==> config.mk <==
export PLATFORM = sky130hd
export DESIGN_NAME = evt_entry_seq
export DESIGN_NICKNAME = d
export VERILOG_FILES = /design/src/rtl/evt_pkg.sv /design/src/rtl/evt_arbiter.sv /design/src/rtl/evt_step_ctrl.sv /design/src/rtl/evt_reg_path.sv /design/src/rtl/evt_entry_seq.sv
export SDC_FILE = /design/constraint.sdc
export NUM_CORES = 1
export LEC_CHECK = 0
export ABC_AREA = 1
export CORE_AREA = 2 2 94 96
export CTS_BUF_LIST = sky130_fd_sc_hd__clkbuf_4
export CTS_CLUSTER_DIAMETER = 50
export DETAILED_ROUTE_END_ITERATION = 10
export DIE_AREA = 0 0 96 98
export GPL_ROUTABILITY_DRIVEN = 0
export PLACE_DENSITY = 0.6
export SLEW_MARGIN = 20
export SYNTH_ARGS = -nofsm -noshare
export SYNTH_HDL_FRONTEND = slang
export SYNTH_SLANG_ARGS = --single-unit
export TNS_END_PERCENT = 5
==> constraint.sdc <==
create_clock -name clk -period 1.9 [get_ports clk]
set_clock_uncertainty 0.15 [all_clocks]
set_input_delay 0.475 -clock clk [delete_from_list [all_inputs] [get_ports clk]]
set_output_delay 0.475 -clock clk [all_outputs]
set_load 0.03 [all_outputs]
==> src/rtl/evt_pkg.sv <==
`timescale 1ns/1ps
package evt_pkg;
  localparam int DW         = 8;
  localparam int AW         = 2 * DW;
  localparam int I_BIT      = 2;
  localparam int B_BIT      = 4;
  localparam logic [DW-1:0] STACK_PAGE = 8'h01;

  typedef enum logic [2:0] {
    ST_IDLE, ST_DUM0, ST_DUM1, ST_PUSH_HI,
    ST_PUSH_LO, ST_PUSH_P, ST_VEC_LO, ST_VEC_HI
  } step_t;

  typedef enum logic [1:0] {EV_RST, EV_NMI, EV_IRQ, EV_BRK} evt_t;

  function automatic logic [AW-1:0] vec_lo(input evt_t k);
    case (k)
      EV_RST:  vec_lo = 16'hFFFC;
      EV_NMI:  vec_lo = 16'hFFFA;
      default: vec_lo = 16'hFFFE;
    endcase
  endfunction
endpackage

==> src/rtl/evt_arbiter.sv <==
`timescale 1ns/1ps
module evt_arbiter
  import evt_pkg::*;
(
  input  logic clk,
  input  logic rst_n,
  input  logic idle_i,
  input  logic instr_done_i,
  input  logic brk_req_i,
  input  logic irq_req_i,
  input  logic nmi_i,
  input  logic i_flag_i,
  output logic start_o,
  output evt_t kind_o
);
  logic rst_pend_q, rst_pend_d;
  logic nmi_prev_q;
  logic nmi_pend_q, nmi_pend_d;
  logic nmi_edge;

  always_comb begin
    nmi_edge = nmi_i & ~nmi_prev_q;
    start_o  = 1'b0;
    kind_o   = EV_BRK;
    if (idle_i) begin
      if (rst_pend_q) begin
        start_o = 1'b1;
        kind_o  = EV_RST;
      end else if (instr_done_i) begin
        if (nmi_pend_q) begin
          start_o = 1'b1;
          kind_o  = EV_NMI;
        end else if (irq_req_i && !i_flag_i) begin
          start_o = 1'b1;
          kind_o  = EV_IRQ;
        end else if (brk_req_i) begin
          start_o = 1'b1;
          kind_o  = EV_BRK;
        end
      end
    end
    rst_pend_d = rst_pend_q & ~start_o;
    nmi_pend_d = (nmi_pend_q & ~(start_o && kind_o == EV_NMI)) | nmi_edge;
  end

  always_ff @(posedge clk or negedge rst_n) begin
    if (!rst_n) begin
      rst_pend_q <= 1'b1;
      nmi_prev_q <= 1'b0;
      nmi_pend_q <= 1'b0;
    end else begin
      rst_pend_q <= rst_pend_d;
      nmi_prev_q <= nmi_i;
      nmi_pend_q <= nmi_pend_d;
    end
  end

  AST_IRQ_MASKED: assert property (@(posedge clk) disable iff (!rst_n)
    (start_o && kind_o == EV_IRQ) |-> !i_flag_i);
  AST_START_IDLE_ONLY: assert property (@(posedge clk) disable iff (!rst_n)
    start_o |-> idle_i);
endmodule

==> src/rtl/evt_step_ctrl.sv <==
`timescale 1ns/1ps
module evt_step_ctrl
  import evt_pkg::*;
(
  input  logic  clk,
  input  logic  rst_n,
  input  logic  start_i,
  input  evt_t  kind_i,
  output step_t step_o,
  output evt_t  kind_o,
  output logic  done_o
);
  step_t step_q, step_d;
  evt_t  kind_q;
  logic  done_q, done_d;

  always_comb begin
    step_d = step_q;
    done_d = 1'b0;
    case (step_q)
      ST_IDLE:    if (start_i) step_d = ST_DUM0;
      ST_DUM0:    step_d = ST_DUM1;
      ST_DUM1:    step_d = ST_PUSH_HI;
      ST_PUSH_HI: step_d = ST_PUSH_LO;
      ST_PUSH_LO: step_d = ST_PUSH_P;
      ST_PUSH_P:  step_d = ST_VEC_LO;
      ST_VEC_LO:  step_d = ST_VEC_HI;
      ST_VEC_HI: begin
        step_d = ST_IDLE;
        done_d = 1'b1;
      end
      default:    step_d = ST_IDLE;
    endcase
  end

  always_ff @(posedge clk or negedge rst_n) begin
    if (!rst_n) begin
      step_q <= ST_IDLE;
      done_q <= 1'b0;
    end else begin
      step_q <= step_d;
      done_q <= done_d;
    end
  end

  always_ff @(posedge clk or negedge rst_n) begin
    if (!rst_n) begin
      kind_q <= EV_RST;
    end else if (start_i) begin
      kind_q <= kind_i;
    end
  end

  assign step_o = step_q;
  assign kind_o = kind_q;
  assign done_o = done_q;

  AST_DONE_ONE_CYCLE: assert property (@(posedge clk) disable iff (!rst_n)
    done_q |=> !done_q);
  AST_DONE_IN_IDLE: assert property (@(posedge clk) disable iff (!rst_n)
    done_q |-> step_q == ST_IDLE);
endmodule

==> src/rtl/evt_reg_path.sv <==
`timescale 1ns/1ps
module evt_reg_path
  import evt_pkg::*;
(
  input  logic          clk,
  input  logic          rst_n,
  input  logic          start_i,
  input  step_t         step_i,
  input  evt_t          kind_i,
  input  logic [AW-1:0] pc_i,
  input  logic [DW-1:0] p_i,
  input  logic [DW-1:0] sp_i,
  input  logic [DW-1:0] rdata_i,
  output logic [AW-1:0] addr_o,
  output logic [DW-1:0] wdata_o,
  output logic          we_o,
  output logic [AW-1:0] pc_o,
  output logic [DW-1:0] p_o,
  output logic [DW-1:0] sp_o
);
  logic [AW-1:0] pc_q, pc_d;
  logic [DW-1:0] p_q, p_d;
  logic [DW-1:0] sp_q, sp_d;
  logic          ld_en;
  logic          wr_ok;
  logic [AW-1:0] vlo;
  logic [DW-1:0] stat_push;
  logic [AW-1:0] stack_addr;

  always_comb begin
    wr_ok      = (kind_i != EV_RST);
    vlo        = vec_lo(kind_i);
    stack_addr = {STACK_PAGE, sp_q};
    stat_push  = p_q;
    stat_push[B_BIT] = (kind_i == EV_BRK);
    ld_en      = start_i | (step_i != ST_IDLE);
    addr_o     = pc_q;
    we_o       = 1'b0;
    wdata_o    = '0;
    pc_d       = pc_q;
    p_d        = p_q;
    sp_d       = sp_q;
    case (step_i)
      ST_PUSH_HI: begin
        addr_o  = stack_addr;
        we_o    = wr_ok;
        wdata_o = wr_ok ? pc_q[AW-1:DW] : '0;
        sp_d    = sp_q - 1'b1;
      end
      ST_PUSH_LO: begin
        addr_o  = stack_addr;
        we_o    = wr_ok;
        wdata_o = wr_ok ? pc_q[DW-1:0] : '0;
        sp_d    = sp_q - 1'b1;
      end
      ST_PUSH_P: begin
        addr_o  = stack_addr;
        we_o    = wr_ok;
        wdata_o = wr_ok ? stat_push : '0;
        sp_d    = sp_q - 1'b1;
        p_d[I_BIT] = 1'b1;
      end
      ST_VEC_LO: begin
        addr_o = vlo;
        pc_d[DW-1:0] = rdata_i;
      end
      ST_VEC_HI: begin
        addr_o = vlo | {{(AW-1){1'b0}}, 1'b1};
        pc_d[AW-1:DW] = rdata_i;
      end
      default: ;
    endcase
    if (start_i) begin
      pc_d = pc_i;
      p_d  = p_i;
      sp_d = sp_i;
    end
  end

  always_ff @(posedge clk or negedge rst_n) begin
    if (!rst_n) begin
      pc_q <= '0;
      p_q  <= '0;
      sp_q <= '0;
    end else if (ld_en) begin
      pc_q <= pc_d;
      p_q  <= p_d;
      sp_q <= sp_d;
    end
  end

  assign pc_o = pc_q;
  assign p_o  = p_q;
  assign sp_o = sp_q;

  AST_SP_STEP: assert property (@(posedge clk) disable iff (!rst_n)
    (step_i == ST_PUSH_HI || step_i == ST_PUSH_LO || step_i == ST_PUSH_P)
      |=> sp_q == $past(sp_q) - 8'd1);
endmodule

==> src/rtl/evt_entry_seq.sv <==
`timescale 1ns/1ps
module evt_entry_seq
  import evt_pkg::*;
(
  input  logic          clk,
  input  logic          rst_n,
  input  logic          instr_done,
  input  logic          brk_req,
  input  logic          irq_req,
  input  logic          nmi_in,
  input  logic [15:0]   pc_in,
  input  logic [7:0]    p_in,
  input  logic [7:0]    sp_in,
  input  logic [7:0]    rdata,
  output logic [15:0]   addr,
  output logic [7:0]    wdata,
  output logic          we,
  output logic [15:0]   pc_out,
  output logic [7:0]    p_out,
  output logic [7:0]    sp_out,
  output logic          done
);
  logic  start;
  evt_t  start_kind;
  evt_t  run_kind;
  step_t step;

  evt_arbiter u_arb (
    .clk          (clk),
    .rst_n        (rst_n),
    .idle_i       (step == ST_IDLE),
    .instr_done_i (instr_done),
    .brk_req_i    (brk_req),
    .irq_req_i    (irq_req),
    .nmi_i        (nmi_in),
    .i_flag_i     (p_in[I_BIT]),
    .start_o      (start),
    .kind_o       (start_kind)
  );

  evt_step_ctrl u_ctrl (
    .clk     (clk),
    .rst_n   (rst_n),
    .start_i (start),
    .kind_i  (start_kind),
    .step_o  (step),
    .kind_o  (run_kind),
    .done_o  (done)
  );

  evt_reg_path u_path (
    .clk     (clk),
    .rst_n   (rst_n),
    .start_i (start),
    .step_i  (step),
    .kind_i  (run_kind),
    .pc_i    (pc_in),
    .p_i     (p_in),
    .sp_i    (sp_in),
    .rdata_i (rdata),
    .addr_o  (addr),
    .wdata_o (wdata),
    .we_o    (we),
    .pc_o    (pc_out),
    .p_o     (p_out),
    .sp_o    (sp_out)
  );

  AST_RESET_NO_WRITE: assert property (@(posedge clk) disable iff (!rst_n)
    (run_kind == EV_RST) |-> !we);
  AST_WRITE_IN_STACK: assert property (@(posedge clk) disable iff (!rst_n)
    we |-> addr[15:8] == STACK_PAGE);
  AST_IFLAG_ON_DONE: assert property (@(posedge clk) disable iff (!rst_n)
    done |-> p_out[I_BIT]);
  AST_DONE_ADDR_PC: assert property (@(posedge clk) disable iff (!rst_n)
    done |-> addr == pc_out);
endmodule

==> impl_metrics.toml <==
[final_layout]
areaGrowthSynthToFinish_pct = 69.6
drive_gt1_share_pct = 26.7
n_fill_cell = 816
design_area_um2 = 4310
final_common_cell = "nand2_1"
layout_common_cells = "96 x nand2_1, 77 x nand3_1, 55 x buf_4"
fin_nets = 544
fin_util_pct = 50.9

[synth]
syn_inst = 348
ys_types = 31
synth_fa_ha_area_share_pct = 2.46
synthTopCellsByArea = "dfrtp_1 39%, nand2_1 15%, nand3_1 15%"
synth_xor_area_share_pct = 0.345
syn_nets = 399
synth_compound_area_share_pct = 10.2
synth_top_family_by_area = "simple AND/OR/NAND/NOR gates"
syn_area_per_cell_um2 = 7.30
yosys_warnings = 0
ys_seq_area_share_pct = 40.4
yosys.area_share.simple_pct = 37.3
ys_ff_latch = 41
syn-cell-area_um2 = 2540
synth_top_area_share_pct = 39.4
synthMuxAreaShare_pct = 0
synth_top_area_cell = "dfrtp_1"

[route]
route.detailed.drc = 0
post_drt_wl_per_cell_um = 15.7
wl_um = 9470
via_per_inst = 4.89
drt_iter0_drc = 138
final_antenna_net_count = 0
vias = 2947
dr.pass1.iters = 4

[outcome]
outcome = "complete, but fails checks"
violations = "setup timing"

[setup_path]
crit_path_end_kind = "output pin"
worstRegToRegCells = 11
path_class = "register to output pin"
timing.rr.end = "u_path.sp_o[0]$_DFFE_PN0P_"
cp_max_fo = 4
cp-start-kind = "register"
crit_required_ns = 1.27
rr_startpoint = "u_ctrl.step_o[0]$_DFFE_PN0P_"
arrival_ns = 2.03
r2r_slack_ns = -0.06

[clock_tree]
cts_buffers = 5
cts_max_level = 2
root_buffer = "clkbuf_4"
clk_latency_ns = 0.36
clkSlewWorstSetupHoldPaths_ns = 0.14
cts.sinks = 41
cts_tree = "done"
cts_max_path_buffers = 2

[sta]
maxSlewViolCount = 0
setup_viol = 31
max_freq_ghz = 0.377
final.setup.worst_slack_ns = -0.755
post-route-min-period_ns = 2.65
timing.slew.headroom_pct = 71.1
finalHoldViolCount = 0
holdWs_ns = 0.290
rsz0062_at_grt = "yes"
period_share_pct = 140
timing_worst_slew_pin_value_ns = 0.433

[placed_design]
io_buffers = 103
placed_area_um2 = 3930
post-dp-hpwl_um = 6870
dp_slack_ns = -0.599

[job]
drv_cap = 0

[floorplanning]
dieArea_um2 = 9410
dieWidth_um = 96
die_h_um = 98
fp.coreArea_um2 = 8470
rows = 34
initial_core_util_pct = 30.0
io_pins = 104

[power_and_ir_drop]
p_clk_share_pct = 6.5
ir_drop_v = 0.000915
p_leak_uw = 0.00207
switching_share_pct = 53.4
seqPwrFrac_pct = 18.5
p_int_uw = 4240
switching_power_uw = 4870
p_comb_share_pct = 75.0
power.density_nw_per_um2 = 2110

[min_path]
hold_class = "register to register"
min_from = "u_arb.nmi_prev_q$_DFF_PN0_"
holdPathEnd = "u_arb.nmi_pend_q$_DFF_PN0_"
hold_path_depth = 1

[grt]
grt_max_degree = 29
grt_usage_pct = 20.4
overflow = 0
antenna_found_initial = 1
grt_pass1_vias = 3041
grt_pass1_wl_um = 15000
per-stage QoR:
| stage | total power [uW] | setup TNS, ns | instances |
|---|---|---|---|
| 2_1_floorplan | 5310 | -4.24 | 348 |
| 3_3_place_gp | 7910 | -12.58 | 585 |
| 3_5_place_dp | 7960 | -14.20 | 585 |
| 4_1_cts | 8770 | -15.33 | 600 |
| 5_1_grt | 9710 | -18.44 | 603 |
| 6_report | 9110 | -16.24 | 603 |
worst max path at each step:
| stage | slack, ns | from | endpoint | cells past startpoint |
|---|---|---|---|---|
| 2_1_floorplan | -0.27 | u_ctrl.step_o[0]$_DFFE_PN0P_ | addr[2] | 7 |
| 3_3_place_gp | -0.55 | u_ctrl.step_o[1]$_DFFE_PN0P_ | addr[12] | 7 |
| 3_5_place_dp | -0.60 | u_ctrl.step_o[1]$_DFFE_PN0P_ | addr[12] | 7 |
| 5_1_grt | -0.80 | u_ctrl.step_o[0]$_DFFE_PN0P_ | addr[0] | 11 |
| 4_1_cts | -0.68 | u_ctrl.step_o[0]$_DFFE_PN0P_ | wdata[6] | 9 |
| 6_report | -0.75 | u_ctrl.step_o[0]$_DFFE_PN0P_ | addr[0] | 11 |
final cells by class:
| cell class | count | area, um^2 | share of cell area, % |
|---|---|---|---|
| antenna | 1 | 2.50 | 0.0581 |
| clock buffer | 5 | 37.5 | 0.871 |
| clock inverter | 3 | 41.3 | 0.958 |
| inverter | 31 | 136 | 3.16 |
| multi-input combinational | 259 | 1500 | 34.8 |
| sequential | 41 | 1030 | 23.9 |
| tap | 108 | 135 | 3.13 |
| timing repair buffer | 155 | 1430 | 33.1 |
layer usage:
layer / global-route usage, % / vias to the layer above / routed length [um]
met3: 3.78 / 14 / 457
met4: 6.70 / 0 / 217
met2: 33.9 / 93 / 4720
li1: - / 1450 / -
met1: 26.6 / 1390 / 4080
met5: 0 / - / 0
cells by family after synthesis:
| group | Yosys count |
|---|---|
| buffers and inverters | 48 |
| adders and majority gates | 5 |
| and+or+nand+nor | 210 |
| xor gates and xnor gates | 1 |
| DFF | 41 |
| AOI/OAI and AO/OA | 43 |
what timing repair did:
item / 4_1_cts / 5_1_grt
resized for setup: 78 / 32
setup buffers: 6 / 2
hold buffers: 1 / 0
hold endpoints to repair: 15 / 0
endpoints found under the setup margin: 58 / 48
pin swaps: 2 / 4
synthesized netlist by cell type (all sizes together):
| cell type | n |
|---|---|
| o211ai | 7 |
| nand3b | 4 |
| o221ai | 1 |
| dfrtp | 40 |
| ha | 5 |
| buf | 17 |
| a21boi | 1 |
| inv | 28 |
| o21ai | 21 |
| dfstp | 1 |
| nand2 | 110 |
| a31oi | 8 |
| nand4 | 2 |
| clkinv | 3 |
| xor2 | 1 |
| a21oi | 4 |
| o311ai | 1 |
| nand3 | 79 |
| or2 | 1 |
| nor2 | 14 |
state kept, by name, indices dropped and copies added (netlist names):
signal            cells
u_arb.nmi_prev_q      1
u_arb.nmi_pend_q      1
u_path.pc_o          16
u_path.sp_o           8
u_ctrl.done_o         1
u_path.p_o            8
u_ctrl.kind_o         2
u_ctrl.step_o         3
u_arb.rst_pend_q      1
power groups by stage:
stage	logic (uW)	registers (uW)	clock network (uW)
floorplan	3030	2280	0
global placement	6220	1690	0
detailed placement	6260	1700	0
CTS	6510	1660	600
global route	7330	1750	634
finish	6840	1690	589
worst max-delay path, cell delays in order (launching register included):
cell and delay (ns):
dfrtp_2 0.48, buf_6 0.14, ha_4 0.17, inv_4 0.07, nor2_4 0.04, nor2_4 0.14, nand2_2 0.07, buf_6 0.13
inv_8 0.06, nand2_4 0.04, o211ai_1 0.11, buf_4 0.21
Note: power is estimated with default switching activity, not from simulation.
